`src/rtl/cra_pkg.sv`:
```
// Package: shared types of the conversion request arbiter.
// Assumes: only the sequencer uses the state type.
package cra_pkg;

    // Sequencer states: waiting for work, or a conversion in flight.
    typedef enum logic {
        SEQ_IDLE = 1'b0,
        SEQ_BUSY = 1'b1
    } seq_state_t;

endpackage : cra_pkg

```
`src/rtl/cra_req_flags.sv`:
```
// Module: cra_req_flags
// Holds one pending flag per channel. A set pulse wins over a clear in the same cycle.
// Assumes: clr_i has at most one bit high, driven by the sequencer at a launch.
module cra_req_flags #(
    parameter int NUM_CH = 4
) (
    input  logic              clk,
    input  logic              rst_n,
    input  logic [NUM_CH-1:0] set_i,
    input  logic [NUM_CH-1:0] clr_i,
    output logic [NUM_CH-1:0] pend_o
);

    logic [NUM_CH-1:0] pend_q;
    logic [NUM_CH-1:0] pend_d;

    // Next flag value: drop cleared bits, then apply sets on top.
    always_comb begin
        pend_d = (pend_q & ~clr_i) | set_i;
    end

    // Flag storage with synchronous reset.
    always_ff @(posedge clk) begin
        if (!rst_n) begin
            pend_q <= '0;
        end else begin
            pend_q <= pend_d;
        end
    end

    assign pend_o = pend_q;

endmodule : cra_req_flags

```
`src/rtl/cra_prio_reg.sv`:
```
// Module: cra_prio_reg
// Holds the priority field and the dynamic-mode enable. When the enable is set and
// exactly one gate is active, the field follows that gate. A software write loses
// to such an update in the same cycle.
// Assumes: gate_i is synchronous to clk.
module cra_prio_reg #(
    parameter int NUM_CH = 4,
    localparam int CH_W  = (NUM_CH > 1) ? $clog2(NUM_CH) : 1
) (
    input  logic              clk,
    input  logic              rst_n,
    input  logic [NUM_CH-1:0] gate_i,
    input  logic              wr_i,
    input  logic [CH_W-1:0]   wr_prio_i,
    input  logic              wr_dyn_i,
    output logic [CH_W-1:0]   prio_o,
    output logic              dyn_o
);

    logic [CH_W-1:0] prio_q;
    logic            dyn_q;
    logic            gate_single;
    logic [CH_W-1:0] gate_idx;
    logic            hw_upd;

    // Detect a gate vector with exactly one bit high.
    always_comb begin
        gate_single = (gate_i != '0) && ((gate_i & (gate_i - 1'b1)) == '0);
    end

    // Encode the position of the active gate (valid only when single).
    always_comb begin
        gate_idx = '0;
        for (int i = 0; i < NUM_CH; i++) begin
            if (gate_i[i]) begin
                gate_idx = CH_W'(i);
            end
        end
    end

    // Hardware update applies only in dynamic mode with a lone gate.
    always_comb begin
        hw_upd = dyn_q && gate_single;
    end

    // Priority field: a hardware update beats a write, otherwise hold.
    always_ff @(posedge clk) begin
        if (!rst_n) begin
            prio_q <= '0;
        end else if (hw_upd) begin
            prio_q <= gate_idx;
        end else if (wr_i) begin
            prio_q <= wr_prio_i;
        end
    end

    // Dynamic enable changes only through the write strobe.
    always_ff @(posedge clk) begin
        if (!rst_n) begin
            dyn_q <= 1'b0;
        end else if (wr_i) begin
            dyn_q <= wr_dyn_i;
        end
    end

    assign prio_o = prio_q;
    assign dyn_o  = dyn_q;

endmodule : cra_prio_reg

```
`src/rtl/cra_rot_picker.sv`:
```
// Module: cra_rot_picker
// Combinational rotating-priority selector. The channel equal to prio_i ranks first,
// then ascending numbers modulo NUM_CH.
// Assumes: prio_i < NUM_CH; the output is meaningless when valid_o is low.
module cra_rot_picker #(
    parameter int NUM_CH = 4,
    localparam int CH_W  = (NUM_CH > 1) ? $clog2(NUM_CH) : 1
) (
    input  logic [NUM_CH-1:0] req_i,
    input  logic [CH_W-1:0]   prio_i,
    output logic              valid_o,
    output logic [CH_W-1:0]   win_o
);

    // Any request present.
    always_comb begin
        valid_o = |req_i;
    end

    // Scan from lowest rank to highest so the highest-ranked request is kept last.
    always_comb begin
        win_o = prio_i;
        for (int i = NUM_CH - 1; i >= 0; i--) begin
            if (req_i[(int'(prio_i) + i) % NUM_CH]) begin
                win_o = CH_W'((int'(prio_i) + i) % NUM_CH);
            end
        end
    end

endmodule : cra_rot_picker

```
`src/rtl/cra_conv_seq.sv`:
```
// Module: cra_conv_seq
// Conversion sequencer. When idle with a valid grant, it launches the conversion:
// it clears the winner's flag, latches the channel, sets the busy bit and pulses
// start. The busy bit holds until the done pulse.
// Assumes: done_i is ignored while idle; no abort path exists.
module cra_conv_seq
    import cra_pkg::*;
#(
    parameter int NUM_CH = 4,
    localparam int CH_W  = (NUM_CH > 1) ? $clog2(NUM_CH) : 1
) (
    input  logic              clk,
    input  logic              rst_n,
    input  logic              grant_valid_i,
    input  logic [CH_W-1:0]   grant_ch_i,
    input  logic              done_i,
    output logic [NUM_CH-1:0] clr_o,
    output logic              start_o,
    output logic [CH_W-1:0]   ch_o,
    output logic [NUM_CH-1:0] busy_o
);

    seq_state_t        state_q;
    logic              launch;
    logic [NUM_CH-1:0] grant_1h;
    logic              start_q;
    logic [CH_W-1:0]   ch_q;
    logic [NUM_CH-1:0] busy_q;

    // Launch a conversion when idle and something is pending.
    always_comb begin
        launch = (state_q == SEQ_IDLE) && grant_valid_i;
    end

    // One-hot form of the granted channel.
    always_comb begin
        grant_1h = '0;
        grant_1h[grant_ch_i] = 1'b1;
    end

    // Clear request goes only to the launched channel.
    always_comb begin
        clr_o = launch ? grant_1h : '0;
    end

    // State register: idle to busy on launch, back on done.
    always_ff @(posedge clk) begin
        if (!rst_n) begin
            state_q <= SEQ_IDLE;
        end else begin
            case (state_q)
                SEQ_IDLE: if (launch) state_q <= SEQ_BUSY;
                SEQ_BUSY: if (done_i) state_q <= SEQ_IDLE;
                default:  state_q <= SEQ_IDLE;
            endcase
        end
    end

    // Start pulse lasts one cycle after each launch.
    always_ff @(posedge clk) begin
        if (!rst_n) begin
            start_q <= 1'b0;
        end else begin
            start_q <= launch;
        end
    end

    // Channel number captured at launch and held afterwards.
    always_ff @(posedge clk) begin
        if (!rst_n) begin
            ch_q <= '0;
        end else if (launch) begin
            ch_q <= grant_ch_i;
        end
    end

    // Busy bits: set at launch, cleared at done while busy.
    always_ff @(posedge clk) begin
        if (!rst_n) begin
            busy_q <= '0;
        end else if (launch) begin
            busy_q <= grant_1h;
        end else if ((state_q == SEQ_BUSY) && done_i) begin
            busy_q <= '0;
        end
    end

    assign start_o = start_q;
    assign ch_o    = ch_q;
    assign busy_o  = busy_q;

endmodule : cra_conv_seq

```
`src/rtl/conv_req_arbiter.sv`:
```
// Module: conv_req_arbiter (top)
// Arbitrates per-channel conversion requests onto one converter. It uses a rotating
// priority whose first channel is either written by software or taken from a lone
// active gate.
// Assumes: NUM_CH >= 2; all inputs are synchronous to clk.
module conv_req_arbiter #(
    parameter int NUM_CH = 4,
    localparam int CH_W  = (NUM_CH > 1) ? $clog2(NUM_CH) : 1
) (
    input  logic              clk,
    input  logic              rst_n,
    input  logic [NUM_CH-1:0] req_set_i,
    input  logic [NUM_CH-1:0] gate_i,
    input  logic              cfg_wr_i,
    input  logic [CH_W-1:0]   cfg_prio_i,
    input  logic              cfg_dyn_en_i,
    input  logic              conv_done_i,
    output logic              conv_start_o,
    output logic [CH_W-1:0]   conv_ch_o,
    output logic [NUM_CH-1:0] busy_o,
    output logic [NUM_CH-1:0] req_pend_o,
    output logic [CH_W-1:0]   prio_o,
    output logic              dyn_en_o
);

    logic [NUM_CH-1:0] pend;
    logic [NUM_CH-1:0] clr;
    logic [CH_W-1:0]   prio;
    logic              dyn_en;
    logic              grant_valid;
    logic [CH_W-1:0]   grant_ch;

    cra_req_flags #(.NUM_CH(NUM_CH)) u_flags (
        .clk    (clk),
        .rst_n  (rst_n),
        .set_i  (req_set_i),
        .clr_i  (clr),
        .pend_o (pend)
    );

    cra_prio_reg #(.NUM_CH(NUM_CH)) u_prio (
        .clk       (clk),
        .rst_n     (rst_n),
        .gate_i    (gate_i),
        .wr_i      (cfg_wr_i),
        .wr_prio_i (cfg_prio_i),
        .wr_dyn_i  (cfg_dyn_en_i),
        .prio_o    (prio),
        .dyn_o     (dyn_en)
    );

    cra_rot_picker #(.NUM_CH(NUM_CH)) u_pick (
        .req_i   (pend),
        .prio_i  (prio),
        .valid_o (grant_valid),
        .win_o   (grant_ch)
    );

    cra_conv_seq #(.NUM_CH(NUM_CH)) u_seq (
        .clk           (clk),
        .rst_n         (rst_n),
        .grant_valid_i (grant_valid),
        .grant_ch_i    (grant_ch),
        .done_i        (conv_done_i),
        .clr_o         (clr),
        .start_o       (conv_start_o),
        .ch_o          (conv_ch_o),
        .busy_o        (busy_o)
    );

    assign req_pend_o = pend;
    assign prio_o     = prio;
    assign dyn_en_o   = dyn_en;

endmodule : conv_req_arbiter

```
`config.mk`:
```
export PLATFORM = sky130hd
export DESIGN_NAME = conv_req_arbiter
export DESIGN_NICKNAME = d
export VERILOG_FILES = /design/src/rtl/cra_pkg.sv /design/src/rtl/cra_req_flags.sv /design/src/rtl/cra_prio_reg.sv /design/src/rtl/cra_rot_picker.sv /design/src/rtl/cra_conv_seq.sv /design/src/rtl/conv_req_arbiter.sv
export SDC_FILE = /design/constraint.sdc
export NUM_CORES = 1
export LEC_CHECK = 0
export ABC_CLOCK_PERIOD_IN_PS = 4900
export BUFFER_PORTS_ARGS = -buffer_cell sky130_fd_sc_hd__buf_2
export CAP_MARGIN = 20
export CORE_UTILIZATION = 50
export CTS_CLUSTER_DIAMETER = 60
export CTS_CLUSTER_SIZE = 40
export DETAILED_ROUTE_END_ITERATION = 10
export PLACE_DENSITY = 0.84
export SYNTH_ARGS = -nofsm -noshare
export SYNTH_HDL_FRONTEND = slang
export SYNTH_HIERARCHICAL = 1
export SYNTH_SLANG_ARGS = --single-unit
```
`constraint.sdc`:
```
create_clock -name clk -period 4.9 [get_ports clk]
set_clock_uncertainty 0.1 [all_clocks]
set_input_delay 0.98 -clock clk [delete_from_list [all_inputs] [get_ports clk]]
set_output_delay 0.98 -clock clk [all_outputs]
set_load 0.05 [all_outputs]
```
======== Word level (Yosys, flattened, before mapping) ========
Index checks and enable logic that the tools add are counted.
word-level totals
  output and inout port bits .............. 14
  memory bits (read-only) ................. 0
  memories kept ........................... 0
  flip-flop bits (word level) ............. 15
  bits in writable memories ............... 0
  input port bits ......................... 15
  word-level logic and storage cells ...... 66
  bits in latches ......................... 0
operators by class
  reductions and logical operators ........ 13
  mux-type cells .......................... 28
  add/sub/neg operators ................... 4
  equal/unequal tests ..................... 0
  shift operators ......................... 0
  bitwise operators ....................... 8
  magnitude comparators ................... 6
  div/mod/pow operators ................... 0
  multipliers ............................. 0
operator list
  operator               count
  $mux W2                8
  $lt A3 B4 Y1 const B   3
  $mux W4                3
  $mux W1                11
  $and A4 B4 Y4          2
  $bmux W1 S2            4
  $lt A2 B3 Y1 const B   2
  $reduce_or A2 Y1       3
  $logic_and A1 B1 Y1    5
  $add A2 B2 Y2 const B  2
  $logic_not A4 Y1       1
  $not A4 Y4             1
  $or A4 B4 Y4           1
  $reduce_bool A2 Y1     2
  $reduce_bool A4 Y1     1
  $reduce_or A4 Y1       1
  $sub A4 B1 Y4 const B  1
  $and A1 B1 Y1 const A  3
  $add A2 B1 Y2 const B  1
  $demux W1 S2           1
  $ge A2 B1 Y1 const B   1
  $pmux W1 S2            1
  $not A1 Y1             1

======== Logic depth before layout (Yosys ltp) ========
Gate-level depths: netlist of run 1.
  word-level depth ........................ 18
  gate-level depth with buffers ........... 7
  gate-level depth less buffers ........... 7

======== By module ========
The synthesis of run 1 kept the hierarchy.
modules (own cells, without submodules)
  module          instances  seq. area each (um2)  cells each  area each (um2)
  cra_conv_seq    1          160.2                 29          320.3
  cra_prio_reg    1          60.1                  21          188.9
  cra_req_flags   1          80.1                  12          165.2
  cra_rot_picker  1          0.0                   16          100.1

======== Least setup slack after synthesis of run 1 ========
No wires, ideal clock.
  path kind ............................... reg-to-reg
  start point ............................. reg u_prio.prio_q[0] (netlist: u_prio/prio_o[0])
  end point ............................... reg u_flags.pend_q[3] (netlist: u_flags/pend_o[3])
  cell stages (with the launch flop) ...... 8
  required time ........................... 4.685 ns
  data arrival time ....................... 2.155 ns
  clock period less this slack ............ 2.370 ns
  path buffers ............................ 0
  library setup time ...................... 0.115 ns
  path slack .............................. 2.530 ns
  path through ............................ dfxtp_1 -> and2b_2 -> or4_1 -> nand2_1 -> inv_1 -> nor3_1 -> nor2b_4 -> o21a_1
between the ends
  word-level cells in the longest chain between the ends .. 16
  elaborated cells between the ends (all ways) .. 27
  those cells by class .................... add/sub (3); order compare (2); mux (18); bitwise (3); reduce/logical (1)
RTL lines
  what                                                                       RTL line                                    source
  start: declaration                                                         cra_prio_reg.sv:20                          logic [CH_W-1:0] prio_q;
  start signal: assignment                                                   cra_prio_reg.sv:51                          prio_q <= gate_idx;
  start signal: assignment                                                   cra_prio_reg.sv:53                          prio_q <= wr_prio_i;
  $add A2 B2 Y2                                                              cra_rot_picker.sv:24, cra_rot_picker.sv:25
  $bmux W1 S2                                                                cra_rot_picker.sv:24                        if (req_i[(int'(prio_i) + i) % NUM_CH]) begin
  $mux W1 (not written as such) (2 in series)                                cra_rot_picker.sv:24
  $mux W2 (3 in series)                                                      cra_rot_picker.sv:24
  $mux W2 (*)                                                                cra_rot_picker.sv:24
  net grant_ch[1]                                                            conv_req_arbiter.sv:31                      logic [CH_W-1:0] grant_ch;
  $lt A2 B3 Y1 (not written as such) / $ge A2 B1 Y1 (equally long branches)  cra_conv_seq.sv:38                          grant_1h[grant_ch_i] = 1'b1;
  $logic_and A1 B1 Y1 (not written as such)                                  cra_conv_seq.sv:38
  $mux W1 (not written as such)                                              cra_conv_seq.sv:38
  $demux W1 S2 (*)                                                           n/a
  $mux W4 (*)                                                                cra_conv_seq.sv:43                          clr_o = launch ? grant_1h : '0;
  net clr[3]                                                                 conv_req_arbiter.sv:27                      logic [NUM_CH-1:0] clr;
  $not A4 Y4 (*)                                                             cra_req_flags.sv:19                         pend_d = (pend_q & ~clr_i) | set_i;
  $and A4 B4 Y4 (*)                                                          cra_req_flags.sv:19
  $or A4 B4 Y4 (*)                                                           cra_req_flags.sv:19
  end signal: assignment                                                     cra_req_flags.sv:27                         pend_q <= pend_d;
  end: declaration                                                           cra_req_flags.sv:14                         logic [NUM_CH-1:0] pend_q;
The timed path passes the listed nets; every way through them passes the cells marked *. The select of a mux whose other input is x is not followed.
A chain may end at the register's enable or synchronous reset.

======== Worst setup path after layout of run 1 ========
Same ends and word-level chain as after synthesis.

==> results.tsv, run 1 <==
metric	value	unit
status	completed	
WP buf/inv	1	
Hold Crit Endpoint	u_seq/busy_o[1]$_SDFFE_PN0P_	
DR iter-0 viols	46	
Final Cycle Share	45.25	%
post-layout min period	2.217	ns
die width	41.36	um
worst vdd ir	0.2229	mV
initial antenna violation count	0	
Reg2Reg Setup Slack	2.68	ns
Most used DFF post-synth	dfxtp_1	
Setup Buffers After CTS	0	
DR vias/cell	5.758	
relative slew slack	73.91	%
CP required	4.97	ns
NumNets Final	125	
Die Ht	41.36	um
number of global-route vias before repair	596	
gpl congestion	0.7348	
worst-path fanout max	6	
Post-synth EDFFs	0	
GR Util All Layers	22.27	%
Initial Utilization	56.69	%
clock slew at reported path FFs	0.09	ns
Num CTS Buffers	3	
transition time of the tightest slew-check pin	0.3883	ns
Max Fclk	0.4510	GHz
Post-Syn Area per Cell	9.929	sq um
share of cells above drive strength 1	37.61	%
WP depth	7	
Post-synth top cells	15 x dfxtp_1, 7 x nor2_1, 6 x inv_1	
delay of the slowest critical-path stage	0.49	ns
Hold Slack	0.3821	ns
Final Hold Viols	0	
Hold Path Class	reg2reg	
Critical Path AT	2.29	ns
RSZ-0062 raised after global routing	false	
Unique masters post-synth	28	
hold_buf cts	0	
clk root buf	clkbuf_4	
Area contributors post-synth	dfxtp_1 39%, nor2b_4 7.1%, mux2i_1 6.5%	
multi-input logic area	440.4	sq um
Post-DP HPWL	1294	um
reg2reg end	u_flags/pend_o[3]$_SDFF_PN0_	
Post-synth ARST share	0	%
total vias in the final route	714	
syn nets	93	
Post-Synthesis Cells	78	
Max-Cap Viols	0	
Storage cell area	300.3	sq um
fillcell total	125	
post-synthesis cell area	774.5	sq um
hold path start	u_seq/busy_o[1]$_SDFFE_PN0P_	
num rows	13	
post_cts resized	0	
Critical-path top delay cell	or4_1	
H-tree depth	1	
worst reg2reg path startpoint	u_prio/prio_o[0]$_SDFFE_PN0P_	
Routed Antenna Nets	0	
DRC viols	0	
kind of critical path	reg2reg	
synth warn	6	
design area	948.4	sq um
crit path launch type	register	
antenna cells	0	
P_leak	0.4654	nW
Overall Power	0.3165	mW
first-pass GRT wire length	2442	um
Port Buffer Count	28	
GRT Residual Overflow	0	
CP top delay family	simple AND/OR/NAND/NOR gates	
r2r worst-path depth	7	
Seq cells post-synth	15	
leading area contributor after synthesis	dfxtp_1	
worst hold stages	1	
share of the synthesized area in the top cell type	38.77	%
Max clock buf depth	2	
setup TNS	0	ns
CTS tree	yes	
# clock sinks	15	
most frequent cell after synthesis	dfxtp_1	
fin. max-slew vios	0	
Pre-Repair DR Iteration Count	4	
full die area	1710	sq um
largest net degree at the start of global routing	9	
synthesis-to-finish area growth	22.46	%
crit-path cells	and2b_2, or4_1, nand2_1, inv_1, nor3_1, nor2b_4, o21a_1	
dpl cell area	922.1	sq um
sequential area share after synthesis	38.77	%
Critical Path End Type	register	
wire per inst	13.57	um
endpoints failing setup	0	
io pins	29	
pwr dens	333.8	nW/um^2
core region area	1366	sq um
drt total wl	1683	um
clk_lat worst skew	0.28	ns
[layout make-up]
cell class                 count  area share, %
clock buffer                   4          2.770
inverter                       6          2.375
sequential                    15          31.66
timing repair buffer          28          14.78
tap                           15          1.979
multi-input combinational     56          46.44
[per-layer routing]
layer	vias to the layer above	track usage, %	part of all wire, %
met5	-	0	0
met4	0	9.677	1.2
met3	6	4.787	6.2
met2	36	35.94	47
met1	325	28.43	46
li1	347	-	-
[worst max-delay path by stage]
stage | to | start
floorplan | u_flags/pend_o[3]$_SDFF_PN0_ | u_prio/prio_o[0]$_SDFFE_PN0P_
global placement | u_flags/pend_o[2]$_SDFF_PN0_ | u_prio/prio_o[0]$_SDFFE_PN0P_
detailed placement | u_flags/pend_o[3]$_SDFF_PN0_ | u_prio/prio_o[0]$_SDFFE_PN0P_
CTS | u_flags/pend_o[3]$_SDFF_PN0_ | u_prio/prio_o[0]$_SDFFE_PN0P_
global route | u_flags/pend_o[3]$_SDFF_PN0_ | u_flags/pend_o[3]$_SDFF_PN0_
finish | u_flags/pend_o[3]$_SDFF_PN0_ | u_prio/prio_o[0]$_SDFFE_PN0P_
[where the power goes]
group | leakage [nW] | total [mW] | internal [mW] | switching (mW)
Sequential | 0.124 | 0.141 | 0.132 | 0.00892
Combinational | 0.327 | 0.106 | 0.0367 | 0.0695
Clock | 0.0150 | 0.0692 | 0.0316 | 0.0376
Total | 0.465 | 0.317 | 0.201 | 0.116
[stage by stage]
stage | std cells | util [%] | setup WS [ns]
finish | 124 | 69.41 | 2.683
global route | 124 | 69.41 | 2.604
CTS | 124 | 69.41 | 2.720
detailed placement | 120 | 67.49 | 2.731
global placement | 120 | 67.49 | 2.810
floorplan | 78 | - | 2.530
[state kept, by name, summed over array words and instances, names as in the netlist]
signal and count:
u_flags/pend_o 4, u_seq/busy_o 4, u_prio/prio_o 2, u_seq/ch_o 2
u_prio/dyn_o 1, u_seq/start_o 1, u_seq/state_q 1
[cell families (layout without fill, tap and decap cells)]
kind of cell,after synthesis,in the layout,share of synthesized area [%]
mux,5,5,6.462
xor+xnor,3,3,3.393
buf+inv,7,38,4.362
flops,15,15,38.77
simple gates,29,29,27.14
compound gates,19,19,19.87
[placed cells by master (no fill, tap or decap), drive strengths merged]
cell type | synthesis | final
inv | 6 | 6
o221a | 1 | 1
nand2 | 3 | 3
and3b | 1 | 1
mux2i | 5 | 5
nor3b | 2 | 2
and3 | 1 | 1
xor2 | 3 | 3
buf | 1 | 28
a22oi | 1 | 1
nand2b | 1 | 1
a2bb2oi | 1 | 1
a32o | 4 | 4
a221oi | 1 | 1
nor2 | 8 | 8
and2b | 3 | 3
a21boi | 1 | 1
a21oi | 2 | 2
or4 | 1 | 1
dfxtp | 15 | 15
nor3 | 5 | 5
o211a | 1 | 1
nor2b | 4 | 4
a221o | 1 | 1
clkbuf | 0 | 4
o21a | 4 | 4
o21ai | 2 | 2
Note: power is estimated with default switching activity, not from simulation.
==> inputs of run 2 (changes only) <==
--- a/config.mk
+++ b/config.mk
@@ -5,14 +5,14 @@
 export SDC_FILE = /design/constraint.sdc
 export NUM_CORES = 1
 export LEC_CHECK = 0
-export ABC_CLOCK_PERIOD_IN_PS = 4900
+export ABC_CLOCK_PERIOD_IN_PS = 2060
 export BUFFER_PORTS_ARGS = -buffer_cell sky130_fd_sc_hd__buf_2
 export CAP_MARGIN = 20
-export CORE_UTILIZATION = 50
+export CORE_UTILIZATION = 47
 export CTS_CLUSTER_DIAMETER = 60
 export CTS_CLUSTER_SIZE = 40
 export DETAILED_ROUTE_END_ITERATION = 10
-export PLACE_DENSITY = 0.84
+export PLACE_DENSITY = 0.8
 export SYNTH_ARGS = -nofsm -noshare
 export SYNTH_HDL_FRONTEND = slang
 export SYNTH_HIERARCHICAL = 1
==> constraint.sdc (replaced) <==
create_clock -name clk -period 2.06 [get_ports clk]
set_clock_uncertainty 0.1 [all_clocks]
set_input_delay 0.412 -clock clk [delete_from_list [all_inputs] [get_ports clk]]
set_output_delay 0.412 -clock clk [all_outputs]
set_load 0.05 [all_outputs]
==> results.tsv, run 2 (synthesis gave the netlist of run 1 again) <==
metric	value	unit	change
first-pass GRT wire length	2628	um	+7.6%
Max-Cap Viols	0		unchanged
DRC viols	0		unchanged
clock slew at reported path FFs	0.09	ns	about the same
synthesis-to-finish area growth	25.04	%	
DR iter-0 viols	22		-52%
full die area	1814	sq um	+6.1%
num rows	14		+1
transition time of the tightest slew-check pin	0.3741	ns	-0.01420 ns
Num CTS Buffers	3		unchanged
post-layout min period	2.026	ns	-0.1907 ns
commonest non-fill, non-tap cell in the layout	buf_2		
post_cts resized	0		unchanged
crit path launch type	register		
kind of critical path	reg2reg		
number of global-route vias before repair	638		+7.0%
largest net degree at the start of global routing	10		+1
Post-DP HPWL	1235	um	-4.6%
P_leak	0.4750	nW	+2.1%
Hold Path Class	in2reg		
Setup Buffers After CTS	0		unchanged
Port Buffer Count	28		unchanged
antenna cells	0		unchanged
pwr dens	780.6	nW/um^2	+130%
Cells after DPL	122		+1.7%
Critical Path End Type	register		
status	completed		
Post-Layout Cell Count	126		+1.6%
setup TNS	0	ns	unchanged
share of cells above drive strength 1	42.73	%	+5.1 points
crit-path cells	and2b_2, or4_1, nand2_1, inv_1, nor3_1, nor2b_4, o21a_1		
core region area	1524	sq um	+12%
H-tree depth	1		unchanged
Max clock buf depth	2		unchanged
clk_lat worst skew	0.28	ns	about the same
GRT Residual Overflow	0		unchanged
most frequent cells in the layout	28 x buf_2, 11 x dfxtp_1, 7 x nor2_1		
clk root buf	clkbuf_4		
Critical Path AT	2.11	ns	-0.18 ns
Final Hold Viols	0		unchanged
# clock sinks	15		unchanged
DR vias/cell	5.492		-4.6%
Final Cycle Share	98.37	%	+53 points
Critical-path top delay cell	or4_1		
gpl congestion	0.7719		+5.0%
endpoints failing setup	0		unchanged
GR Util All Layers	19.59	%	-2.7 points
total vias in the final route	692		-3.1%
hold_buf cts	0		unchanged
die width	42.60	um	+3.0%
io pins	29		unchanged
worst vdd ir	0.5014	mV	+130%
delay of the slowest critical-path stage	0.50	ns	about the same
Hold Slack	0.2317	ns	-0.1504 ns
NumNets Final	126		+0.80%
Pre-Repair DR Iteration Count	4		unchanged
Initial Utilization	50.82	%	-5.9 points
CP required	2.15	ns	-2.82 ns
CTS tree	yes		
RSZ-0062 raised after global routing	true		
relative slew slack	74.86	%	+0.95 points
fin. max-slew vios	0		unchanged
initial antenna violation count	0		unchanged
Max Fclk	0.4935	GHz	+9.4%
wire per inst	12.58	um	-7.3%
Die Ht	42.60	um	+3.0%
Routed Antenna Nets	0		unchanged
drt total wl	1585	um	-5.8%
worst-path fanout max	5		-1
run 2: changes by cell type in the layout (fill, tap and decap cells not counted), sizes merged:
| cell | change |
|---|---|
| clkbuf | -1 |
| buf | +1 |
| clkinv | +1 |
run 2: layout make-up:
cell class | count | area (sq um)
timing repair buffer | 29 | 147.6
clock inverter | 1 | 5.005
sequential | 15 | 310.3
inverter | 6 | 22.52
tap | 16 | 20.02
multi-input combinational | 56 | 440.4
clock buffer | 3 | 22.52
fill | 127 | 555.5
run 2: critical path, delay by kind of cell, from the launching register on:
family | cells | cell delay, ns
buffers and inverters | 1 | 0.08
AND/OR/NAND/NOR | 5 | 1.22
flip-flops | 1 | 0.37
AO/OA/AOI/OAI | 1 | 0.17
run 2: worst paths after layout:
path	startpoint	to	slack [ns]	depth (start not counted)
worst max-delay path	u_prio/prio_o[0]$_SDFFE_PN0P_	u_flags/pend_o[3]$_SDFF_PN0_	0.03	7
worst min-delay path	req_set_i[3]	u_flags/pend_o[3]$_SDFF_PN0_	0.23	2
worst max register to register	u_prio/prio_o[0]$_SDFFE_PN0P_	u_flags/pend_o[3]$_SDFF_PN0_	0.03	7
worst min register to register	u_seq/busy_o[3]$_SDFFE_PN0P_	u_seq/busy_o[3]$_SDFFE_PN0P_	0.38	1
run 2: layer usage:
metal / vias up / global-route usage (%) / wire [um]
met1: 317 / 25.27 / 733
li1: 348 / - / -
met2: 25 / 29.54 / 754
met5: - / 0 / 0
met3: 2 / 6.466 / 78
met4: 0 / 8.750 / 18
run 2: where the power goes:
part           internal (mW)  switching, mW  leakage, nW
Clock                 0.0720         0.0937       0.0177
Combinational         0.0910          0.164        0.332
Sequential             0.315         0.0208        0.126
run 2: per-stage QoR:
stage	utilization [%]	area [sq um]	power (mW)	setup slack, ns
floorplan	-	784.5	0.5353	-0.04929
global placement	61.74	940.9	0.5902	0.1173
detailed placement	61.74	940.9	0.5961	0.04665
CTS	63.55	968.4	0.7618	0.03473
global route	63.55	968.4	0.7995	-0.04025
finish	63.55	968.4	0.7559	0.03357
